--- src/rtl/page_wr_pkg.sv ---
package page_wr_pkg;
    localparam int BYTE_W = 8;

    typedef enum logic [2:0] {
        ST_IDLE,
        ST_DEV,
        ST_ADDR,
        ST_DATA,
        ST_SKIP,
        ST_BUSY
    } slv_state_e;
endpackage

--- src/rtl/pw_line_cond.sv ---
module pw_line_cond #(
    parameter int STAGES = 2
) (
    input  logic clk,
    input  logic rst_n,
    input  logic scl_i,
    input  logic sda_i,
    output logic scl_o,
    output logic sda_o,
    output logic scl_rise_o,
    output logic scl_fall_o,
    output logic start_o,
    output logic stop_o
);
    typedef struct packed {
        logic [STAGES-1:0] scl_sync;
        logic [STAGES-1:0] sda_sync;
        logic              scl_prev;
        logic              sda_prev;
    } cond_t;

    cond_t c_d, c_q;

    always_comb begin
        c_d          = c_q;
        c_d.scl_sync = {c_q.scl_sync[STAGES-2:0], scl_i};
        c_d.sda_sync = {c_q.sda_sync[STAGES-2:0], sda_i};
        c_d.scl_prev = c_q.scl_sync[STAGES-1];
        c_d.sda_prev = c_q.sda_sync[STAGES-1];
    end

    always_ff @(posedge clk or negedge rst_n) begin
        if (!rst_n) begin
            c_q <= '1;
        end else begin
            c_q <= c_d;
        end
    end

    assign scl_o      = c_q.scl_sync[STAGES-1];
    assign sda_o      = c_q.sda_sync[STAGES-1];
    assign scl_rise_o = scl_o && !c_q.scl_prev;
    assign scl_fall_o = !scl_o && c_q.scl_prev;
    assign start_o    = scl_o && c_q.scl_prev && c_q.sda_prev && !sda_o;
    assign stop_o     = scl_o && c_q.scl_prev && !c_q.sda_prev && sda_o;


    start_needs_high_chk: assert property (@(posedge clk) disable iff (!rst_n)
        start_o |-> $past(scl_o));
endmodule

--- src/rtl/pw_page_buf.sv ---
module pw_page_buf #(
    parameter int PAGE_W = 4,
    parameter int DATA_W = 8
) (
    input  logic              clk,
    input  logic              rst_n,
    input  logic              clr_i,
    input  logic              wr_i,
    input  logic [PAGE_W-1:0] wr_idx_i,
    input  logic [DATA_W-1:0] wr_data_i,
    input  logic [PAGE_W-1:0] rd_idx_i,
    output logic [DATA_W-1:0] rd_data_o,
    output logic              rd_vld_o
);
    localparam int DEPTH = 1 << PAGE_W;

    typedef struct packed {
        logic [DEPTH-1:0][DATA_W-1:0] data;
        logic [DEPTH-1:0]             vld;
    } pbuf_t;

    pbuf_t b_d, b_q;

    always_comb begin
        b_d = b_q;
        for (int i = 0; i < DEPTH; i++) begin
            if (clr_i) begin
                b_d.vld[i] = 1'b0;
            end else if (wr_i && (wr_idx_i == PAGE_W'(i))) begin
                b_d.data[i] = wr_data_i;
                b_d.vld[i]  = 1'b1;
            end
        end
    end

    always_ff @(posedge clk or negedge rst_n) begin
        if (!rst_n) begin
            b_q <= '0;
        end else begin
            b_q <= b_d;
        end
    end

    assign rd_data_o = b_q.data[rd_idx_i];
    assign rd_vld_o  = b_q.vld[rd_idx_i];


    slot_fill_chk: assert property (@(posedge clk) disable iff (!rst_n)
        (wr_i && !clr_i) |=> b_q.vld[$past(wr_idx_i)]);
endmodule

--- src/rtl/pw_wr_timer.sv ---
module pw_wr_timer #(
    parameter int WR_CYCLES = 50000,
    parameter int PAGE_W    = 4
) (
    input  logic              clk,
    input  logic              rst_n,
    input  logic              launch_i,
    output logic              busy_o,
    output logic              stream_o,
    output logic [PAGE_W-1:0] idx_o,
    output logic              done_o
);
    localparam int DEPTH = 1 << PAGE_W;
    localparam int CNT_W = $clog2(WR_CYCLES + 1);

    if (WR_CYCLES < DEPTH + 1) begin : g_len_check
        $error("WR_CYCLES must exceed the page depth");
    end

    typedef struct packed {
        logic             busy;
        logic [CNT_W-1:0] cnt;
    } tmr_t;

    tmr_t t_d, t_q;

    always_comb begin
        t_d = t_q;
        if (!t_q.busy) begin
            if (launch_i) begin
                t_d.busy = 1'b1;
                t_d.cnt  = '0;
            end
        end else if (done_o) begin
            t_d.busy = 1'b0;
            t_d.cnt  = '0;
        end else begin
            t_d.cnt = t_q.cnt + 1'b1;
        end
    end

    always_ff @(posedge clk or negedge rst_n) begin
        if (!rst_n) begin
            t_q <= '0;
        end else begin
            t_q <= t_d;
        end
    end

    assign busy_o   = t_q.busy;
    assign done_o   = t_q.busy && (t_q.cnt == CNT_W'(WR_CYCLES - 1));
    assign stream_o = t_q.busy && (t_q.cnt < CNT_W'(DEPTH));
    assign idx_o    = t_q.cnt[PAGE_W-1:0];


    busy_hold_chk: assert property (@(posedge clk) disable iff (!rst_n)
        (busy_o && !done_o) |=> busy_o);
endmodule

--- src/rtl/page_wr_slave.sv ---
module page_wr_slave
    import page_wr_pkg::*;
#(
    parameter int         WR_CYCLES = 50000,
    parameter logic [2:0] DEV_SEL   = 3'b000,
    parameter int         SYNC_STG  = 2
) (
    input  logic              clk,
    input  logic              rst_n,
    input  logic              scl_i,
    input  logic              sda_i,
    output logic              sda_oe_o,
    output logic              busy_o,
    output logic              mem_we_o,
    output logic [BYTE_W-1:0] mem_addr_o,
    output logic [BYTE_W-1:0] mem_data_o
);
    localparam int PAGE_W = 4;
    localparam int BASE_W = BYTE_W - PAGE_W;
    localparam int NBIT_W = $clog2(BYTE_W + 1);

    typedef struct packed {
        slv_state_e        st;
        logic [BYTE_W-1:0] sh;
        logic [NBIT_W-1:0] nbit;
        logic              ack_ph;
        logic              oe;
        logic [BASE_W-1:0] base;
        logic [PAGE_W-1:0] ptr;
        logic              have;
    } ctl_t;

    ctl_t r_d, r_q;

    logic scl_w, sda_w, scl_rise_w, scl_fall_w, start_w, stop_w;
    logic buf_clr, buf_wr, launch, tmr_busy, stream, done;
    logic [PAGE_W-1:0] s_idx;
    logic [BYTE_W-1:0] rd_data;
    logic              rd_vld;
    logic              dev_hit;

    pw_line_cond #(.STAGES(SYNC_STG)) cond_i (
        .clk        (clk),
        .rst_n      (rst_n),
        .scl_i      (scl_i),
        .sda_i      (sda_i),
        .scl_o      (scl_w),
        .sda_o      (sda_w),
        .scl_rise_o (scl_rise_w),
        .scl_fall_o (scl_fall_w),
        .start_o    (start_w),
        .stop_o     (stop_w)
    );

    pw_page_buf #(.PAGE_W(PAGE_W), .DATA_W(BYTE_W)) buf_i (
        .clk       (clk),
        .rst_n     (rst_n),
        .clr_i     (buf_clr),
        .wr_i      (buf_wr),
        .wr_idx_i  (r_q.ptr),
        .wr_data_i (r_q.sh),
        .rd_idx_i  (s_idx),
        .rd_data_o (rd_data),
        .rd_vld_o  (rd_vld)
    );

    pw_wr_timer #(.WR_CYCLES(WR_CYCLES), .PAGE_W(PAGE_W)) tmr_i (
        .clk      (clk),
        .rst_n    (rst_n),
        .launch_i (launch),
        .busy_o   (tmr_busy),
        .stream_o (stream),
        .idx_o    (s_idx),
        .done_o   (done)
    );

    assign dev_hit = (r_q.sh[7:4] == 4'b1010) && (r_q.sh[3:1] == DEV_SEL) && !r_q.sh[0];

    always_comb begin
        r_d     = r_q;
        buf_clr = 1'b0;
        buf_wr  = 1'b0;
        launch  = 1'b0;
        if (r_q.st == ST_BUSY) begin
            if (done) begin
                r_d.st   = ST_IDLE;
                r_d.have = 1'b0;
                buf_clr  = 1'b1;
            end
        end else if (start_w) begin
            r_d.st     = ST_DEV;
            r_d.nbit   = '0;
            r_d.ack_ph = 1'b0;
            r_d.oe     = 1'b0;
            r_d.have   = 1'b0;
            buf_clr    = 1'b1;
        end else if (stop_w) begin
            r_d.ack_ph = 1'b0;
            r_d.oe     = 1'b0;
            if (r_q.st == ST_DATA && r_q.have) begin
                r_d.st = ST_BUSY;
                launch = 1'b1;
            end else begin
                r_d.st   = ST_IDLE;
                r_d.have = 1'b0;
                buf_clr  = 1'b1;
            end
        end else if (r_q.st == ST_DEV || r_q.st == ST_ADDR || r_q.st == ST_DATA) begin
            if (scl_rise_w && !r_q.ack_ph && (r_q.nbit < NBIT_W'(BYTE_W))) begin
                r_d.sh   = {r_q.sh[BYTE_W-2:0], sda_w};
                r_d.nbit = r_q.nbit + 1'b1;
            end
            if (scl_fall_w) begin
                if (r_q.ack_ph) begin
                    r_d.ack_ph = 1'b0;
                    r_d.oe     = 1'b0;
                    r_d.nbit   = '0;
                end else if (r_q.nbit == NBIT_W'(BYTE_W)) begin
                    r_d.ack_ph = 1'b1;
                    r_d.oe     = 1'b1;
                    unique case (r_q.st)
                        ST_DEV: begin
                            if (dev_hit) begin
                                r_d.st = ST_ADDR;
                            end else begin
                                r_d.st     = ST_SKIP;
                                r_d.ack_ph = 1'b0;
                                r_d.oe     = 1'b0;
                            end
                        end
                        ST_ADDR: begin
                            r_d.base = r_q.sh[BYTE_W-1:PAGE_W];
                            r_d.ptr  = r_q.sh[PAGE_W-1:0];
                            r_d.st   = ST_DATA;
                        end
                        default: begin
                            buf_wr   = 1'b1;
                            r_d.ptr  = r_q.ptr + 1'b1;
                            r_d.have = 1'b1;
                        end
                    endcase
                end
            end
        end
    end

    always_ff @(posedge clk or negedge rst_n) begin
        if (!rst_n) begin
            r_q    <= '0;
            r_q.st <= ST_IDLE;
        end else begin
            r_q <= r_d;
        end
    end

    assign sda_oe_o   = r_q.oe;
    assign busy_o     = tmr_busy;
    assign mem_we_o   = stream && rd_vld;
    assign mem_addr_o = {r_q.base, s_idx};
    assign mem_data_o = rd_data;


    busy_quiet_chk: assert property (@(posedge clk) disable iff (!rst_n)
        busy_o |-> !sda_oe_o);


    we_in_busy_chk: assert property (@(posedge clk) disable iff (!rst_n)
        mem_we_o |-> busy_o);


    launch_src_chk: assert property (@(posedge clk) disable iff (!rst_n)
        $rose(busy_o) |-> ($past(stop_w) && $past(r_q.have)));


    skip_quiet_chk: assert property (@(posedge clk) disable iff (!rst_n)
        (r_q.st == ST_SKIP) |-> !sda_oe_o);


    ack_edge_chk: assert property (@(posedge clk) disable iff (!rst_n)
        $rose(sda_oe_o) |-> $past(scl_fall_w));
endmodule

--- config.mk ---
export PLATFORM = sky130hd
export DESIGN_NAME = page_wr_slave
export DESIGN_NICKNAME = d
export VERILOG_FILES = /design/src/rtl/page_wr_pkg.sv /design/src/rtl/pw_line_cond.sv /design/src/rtl/pw_page_buf.sv /design/src/rtl/pw_wr_timer.sv /design/src/rtl/page_wr_slave.sv
export SDC_FILE = /design/constraint.sdc
export NUM_CORES = 1
export LEC_CHECK = 0
export BUFFER_PORTS_ARGS = -buffer_cell sky130_fd_sc_hd__buf_2
export CORE_MARGIN = 5
export CORE_UTILIZATION = 57
export DETAILED_ROUTE_END_ITERATION = 8
export PLACE_DENSITY = 0.77
export SYNTH_ARGS = -nofsm -noshare
export SYNTH_HDL_FRONTEND = slang
export SYNTH_HIERARCHICAL = 1
export SYNTH_SLANG_ARGS = --single-unit
--- constraint.sdc ---
create_clock -name clk -period 3 [get_ports clk]
set_clock_uncertainty 0.1 [all_clocks]
set_input_delay 0.45 -clock clk [delete_from_list [all_inputs] [get_ports clk]]
set_output_delay 0.45 -clock clk [all_outputs]
set_load 0.05 [all_outputs]
==> results.cfg, run 1 <==
[cells_and_area]
final_core_util_pct = 65.4
syn_to_final_growth_pct = 12.4
fin_nets = 733
design_area_sq_um = 10400
nFillCells = 1135
antenna_cells = 0
drive_above_1_share_pct = 37.6

[global_route]
gr-usage-all-layers_pct = 23.1
grt_overflow = 0
grt_first_pass_wirelength_um = 33200
grt_max_degree = 88
grt_pass1_vias = 6200
antenna_found_initial = 0

[sta]
maxSlewViolCount = 0
layout_setup_ws_ns = 0.0405
rsz0062_at_grt = yes
final.min_clock_period_ns = 2.96
finalSetupViolations = 0
max_freq_mhz = 338
setup_tns_ns = 0
tightest_slew_ns = 0.913
period_share_pct = 98.7
finalHoldViolations = 21
relSlewSlack_pct = 39.1
worst_hold_slack_ns = -0.0320

[detailed_routing]
wl_per_cell_um = 21.5
ant_nets = 0
drc = 0
wl_um = 20500
routed_via_density = 6.31
drtIter0Drc = 519
drtPass1Iterations = 5
vias = 6010

[floorplanning]
die_h_um = 138
start_util_pct = 58.2
io_pins = 23
die_w_um = 138
rows = 46
coreArea_sq_um = 15900
dieArea_sq_um = 18900

[run]
cap_violations = 0

[critical_path]
slowest_delay_ns = 0.46
r2r_start = tmr_i/idx_o[0]
cp-end-kind = flip-flop
startpoint = tmr_i/idx_o[0]
slowest_stage = dfrtp_2
startpoint_type = flip-flop
critPathMaxFanout = 9
arrival_ns = 3.17
critPathKind = flip-flop to flip-flop
crit_chain = ha_1, nand4_1, nor4_4, or3_1, nor2b_1, buf_4, nor4b_4, and3_1, buf_6, mux2_2
required_ns = 3.21

[run_status]
run_status = finished, violations left
failed_checks = hold timing

[clock_tree]
htree_levels = 4
hold_buffers = 0
cts_made_buffers = 17
insertion_delay_ns = 0.43
cts_tree = built
clk_pin_slew_ns = 0.07
cts.sinks = 193
cts_root_buffer = clkbuf_16
cts_max_path_buffers = 2

[logic_synthesis]
yosys-top-cells-area = dfrtp_1 50%, mux2_2 17%, mux4_2 4.9%
ys_seq_area_share_pct = 52.1
syn-num-nets = 701
synth_ff_type = dfrtp_1
ys_ff_latch = 193
synthTopCellsByCount = 187 x dfrtp_1, 138 x mux2_2, 41 x nand2_1, 21 x o21ai_0
synth-async-reset-ratio_pct = 100
synth_edf_count = 0
yosysWarnings = 6
synth_top_cell_by_area = dfrtp_1
postSynthCellCount = 693
syn_area_sq_um = 9280
synth.distinct_cells = 67
yosysMostFrequentCell = dfrtp_1
postSynthAreaPerCell_sq_um = 13.4
synth.top_cell.area_share_pct = 50.4

[placed_design]
io_buffers = 22
globalplace.congestion = 0.924
place_ws_ns = 0.0213
place_area_sq_um = 9720
dpl.hpwl_um = 12800

[power_and_ir_drop]
p_per_area_nw_per_um2 = 498
ir_worst_vdd_uv = 425
p_sw_share_pct = 23.1
p_switching_uw = 1200
seqPwrFrac_pct = 52.0
combPwrFrac_pct = 4.6
power_frac_clock_pct = 43.4
power.internal_uw = 3990
leakage_uw = 0.00509

[hold_path]
hold_path.class = primary input to asynchronous set/reset pin
-- flip-flops by register name, indices dropped and copies added, names as in the netlist --
name / count
cond_i/c_q: 2
sda_oe_o: 1
cond_i/scl_o: 1
cond_i/sda_o: 1
r_q: 21
buf_i/b_q: 144
cond_i/c_d: 2
tmr_i/idx_o: 4
tmr_i/t_q: 12
mem_addr_o: 4
tmr_i/busy_o: 1
-- logic make-up after synthesis --
family                   synth area share, %
AO/OA/AOI/OAI                           7.27
buffers and inverters                   4.02
flip-flops                              52.1
XOR/XNOR                               0.189
AND/OR/NAND/NOR                         8.84
multiplexers                            27.0
adder cells (fa/ha/maj)                0.539
-- path summary, 6_finish.rpt --
check	cells past startpoint	slack (ns)	endpoint
setup reg to reg	10	0.04	buf_i/b_q[118]
max in group asynchronous	2	2.02	r_q[4]
hold / removal	1	-0.03	tmr_i/t_q[10]
min in group clk	1	0.02	cond_i/c_d[5]
hold reg to reg	0	0.26	cond_i/scl_o
setup / recovery	10	0.04	buf_i/b_q[118]
-- timing repair --
| action | in CTS | in global routing |
|---|---|---|
| endpoints found under the setup margin | 41 | 97 |
| gates resized for setup | 6 | 7 |
| buffers inserted | 0 | 3 |
| hold endpoints to repair | 0 | 0 |
| cloned | 1 | 1 |
| pin swaps | 0 | 1 |
-- per-stage QoR --
step                total power [uW]  instances  hold slack, ns
CTS                             5220        949        0.000975
detailed placement              2990        917           0.247
floorplan                       2860        693          0.0544
global placement                2980        917           0.247
global route                    5370        953        0.000403
finish                          5200        953         -0.0320
-- power by group through the flow --
stage	clock [uW]	sequential (uW)	combinational, uW
2_1_floorplan	0	2710	158
3_3_place_gp	0	2750	230
3_5_place_dp	0	2750	243
4_1_cts	2280	2700	244
5_1_grt	2380	2710	276
6_report	2250	2700	240
-- metal layers --
metal / vias up / wire [um] / global-route usage [%]
li1: 2643 / - / -
met1: 3160 / 8980 / 31.8
met2: 170 / 9990 / 36.4
met3: 37 / 1080 / 4.71
met4: 0 / 469 / 8.70
met5: - / 0 / 0
-- worst max-delay path: cells and delay by family (launching register included) --
kind | cells | cell delay, ns
AND/OR/NAND/NOR | 6 | 1.34
buffers and inverters | 2 | 0.33
flip-flops | 1 | 0.46
multiplexers | 1 | 0.35
adder cells (fa/ha/maj) | 1 | 0.27
-- cell type report --
| cell class | count | area (sq um) | share of cell area, % |
|---|---|---|---|
| clock buffer | 20 | 457 | 4.38 |
| inverter | 20 | 75.1 | 0.720 |
| timing repair buffer | 60 | 554 | 5.31 |
| tap | 216 | 270 | 2.59 |
| sequential | 193 | 4840 | 46.4 |
| multi-input combinational | 433 | 4110 | 39.4 |
| clock inverter | 11 | 128 | 1.22 |
-- cell usage in the layout (no fill, tap or decap), types with 3 or more instances in the layout --
master / n
buf_2: 21
clkbuf_16: 18
inv_6: 3
dfstp_2: 6
clkbuf_8: 3
nor4_1: 3
or2_2: 3
inv_1: 20
and2_1: 4
buf_4: 26
mux4_1: 15
nor3_1: 8
mux2_1: 5
nand2_1: 41
and4b_1: 3
o21ai_0: 21
or4_1: 3
a22o_1: 4
nand2b_1: 5
dfrtp_1: 186
mux4_2: 20
mux2_2: 138
a31oi_1: 12
a21o_1: 9
nand4_1: 5
nand3_1: 11
ha_1: 4
nand2_2: 3
a22oi_1: 17
clkinvlp_4: 3
or3_1: 5
nor2b_1: 7
mux2i_1: 3
buf_12: 8
a21oi_1: 19
nor2_1: 16
Note: power is estimated with default switching activity, not from simulation.
==> run 2, diff against run 1 <==
--- a/config.mk
+++ b/config.mk
@@ -10,6 +10,7 @@
 export CORE_UTILIZATION = 57
 export DETAILED_ROUTE_END_ITERATION = 8
 export PLACE_DENSITY = 0.77
+export RECOVER_POWER = 100
 export SYNTH_ARGS = -nofsm -noshare
 export SYNTH_HDL_FRONTEND = slang
 export SYNTH_HIERARCHICAL = 1
==> run 2 against run 1 <==
  * Highest routed layer unchanged
  * First-iteration DRC count is 7.1% lower
  * Clock power about the same
  * Die area stayed put
  * Critical path type unchanged
  * Total power about the same
  * The flow finishes with violations (capacitance limit, slew limit)
  * Combinational power about the same
  * Largest power group unchanged
  * Cell count unchanged
  * Routed wire length barely moved
  * Sequential share of layout area is 0.21 points higher
  * Setup slack gained 0.0069 ns
  * Hold slack improved by 0.047 ns
  * Non-clock buffer count stayed put
  * Global-route usage unchanged
==> results.cfg, run 2 (same netlist as run 1, synthesis figures left out) <==
[detailed_routing]
drc = 0
routed_via_density = 6.32
drtIter0Drc = 482
drtPass1Iterations = 5
wl_um = 20500
ant_nets = 0
vias = 6024
wl_per_cell_um = 21.5

[cells_and_area]
drive_above_1_share_pct = 35.4
largest-register = buf_i/b_q
layout.cells.non_filler = 953
fin_nets = 733
syn_to_final_growth_pct = 11.9
top_regs = buf_i/b_q x144, r_q x21, tmr_i/t_q x12
antenna_cells = 0
nFillCells = 1142
largest_reg_flops = 144
design_area_sq_um = 10400
final_core_util_pct = 65.1
final_cell_mix = 186 x dfrtp_1, 138 x mux2_2, 41 x nand2_1
final_common_cell = dfrtp_1

[critical_path]
rr_endpoint = buf_i/b_q[118]
critical_path.top_delay_family = simple AND/OR/NAND/NOR gates
startpoint_type = flip-flop
r2r_start = tmr_i/idx_o[0]
required_ns = 3.21
critPathKind = flip-flop to flip-flop
worst_r2r_path_depth = 10
crit_cells = 10
rrSetupSlack_ns = 0.05
critPathMaxFanout = 9
slowest_delay_ns = 0.46
cp-end-kind = flip-flop
slowest_stage = dfrtp_2
critPathBufInv = 2
arrival_ns = 3.17
crit_chain = ha_1, nand4_1, nor4_4, or3_1, nor2b_1, buf_4, nor4b_4, and3_1, buf_6, mux2_2

[global_route]
antenna_found_initial = 0
grt_first_pass_wirelength_um = 33200
grt_max_degree = 88
grt_overflow = 0
grt_pass1_vias = 6200
gr-usage-all-layers_pct = 23.1

[placed_design]
place_area_sq_um = 9720
globalplace.congestion = 0.924
dpl.cell_count = 917
dpl.hpwl_um = 12800
io_buffers = 22

[floorplanning]
io_pins = 23
die_h_um = 138
rows = 46
coreArea_sq_um = 15900
dieArea_sq_um = 18900
start_util_pct = 58.2
die_w_um = 138

[power_and_ir_drop]
p_per_area_nw_per_um2 = 500
ir_worst_vdd_uv = 425
leakage_uw = 0.00503

[run_status]
run_status = finished, violations left
failed_checks = capacitance limit, slew limit

[clock_tree]
htree_levels = 4
cts.sinks = 193
cts_tree = built
cts_made_buffers = 17
insertion_delay_ns = 0.43
cts_root_buffer = clkbuf_16
clk_pin_slew_ns = 0.07
cts_max_path_buffers = 2

[hold_path]
hp-start = scl_i
holdPathStages = 1
hold_path.class = primary input to flip-flop
worstHoldEndpoint = cond_i/c_d[5]

[sta]
finalHoldViolations = 0
rsz0062_at_grt = yes
maxSlewViolCount = 86
period_share_pct = 98.4
finalSetupViolations = 0
final.min_clock_period_ns = 2.95
relSlewSlack_pct = -49.9
setup_tns_ns = 0
tightest_slew_ns = 2.25
max_freq_mhz = 339

[run]
cap_violations = 1
run 2: cell count changes in the layout (fill, tap and decap cells not counted), sizes merged:
| cell | change |
|---|---|
| buf | -12 |
| clkbuf | +12 |
run 2: layer usage:
metal / share of wire [%] / up-vias / wire length, um / track usage, %
met5: 0 / - / 0 / 0
met4: 2.2 / 0 / 458 / 8.70
met1: 44 / 3170 / 9020 / 31.8
met3: 5.1 / 37 / 1050 / 4.71
met2: 49 / 169 / 9990 / 36.4
li1: - / 2648 / - / -
run 2: layout make-up:
type	count	area (sq um)	area share, %
clock inverter	11	128	1.23
tap	216	270	2.60
timing repair buffer	60	523	5.04
sequential	193	4840	46.6
clock buffer	20	457	4.40
inverter	20	75.1	0.723
multi-input combinational	433	4100	39.4
run 2: stage by stage:
stage               power [uW]  worst slack [ns]  hold WS (ns)
floorplan                 2860            0.0622        0.0544
global placement          2980            0.0543         0.247
detailed placement        2990            0.0213         0.247
CTS                       5220            0.0125      0.000975
global route              5370           -0.0398      0.000440
finish                    5190            0.0474        0.0153
run 2: report_power, final:
| part | leakage [uW] | switching, uW | internal (uW) |
|---|---|---|---|
| clock | 0.000279 | 975 | 1270 |
| combinational | 0.00208 | 148 | 90.3 |
| sequential | 0.00267 | 76.0 | 2630 |
| total | 0.00503 | 1200 | 3990 |
run 2: how the worst max path moves through the flow:
stage | startpoint | to | slack (ns)
floorplan | cond_i/c_q[0] | buf_i/b_q[112] | 0.06
CTS | tmr_i/idx_o[0] | buf_i/b_q[118] | 0.01
global placement | tmr_i/idx_o[0] | buf_i/b_q[132] | 0.05
finish | tmr_i/idx_o[0] | buf_i/b_q[118] | 0.05
global route | tmr_i/idx_o[0] | buf_i/b_q[118] | -0.04
detailed placement | tmr_i/t_q[13] | buf_i/b_q[133] | 0.02
run 2: timing repair:
item,in CTS,in global routing
gates resized for setup,6,7
gates cloned,1,1
setup buffers,0,3
hold buffers,0,0
setup endpoints to repair,41,97
pin swaps,0,1
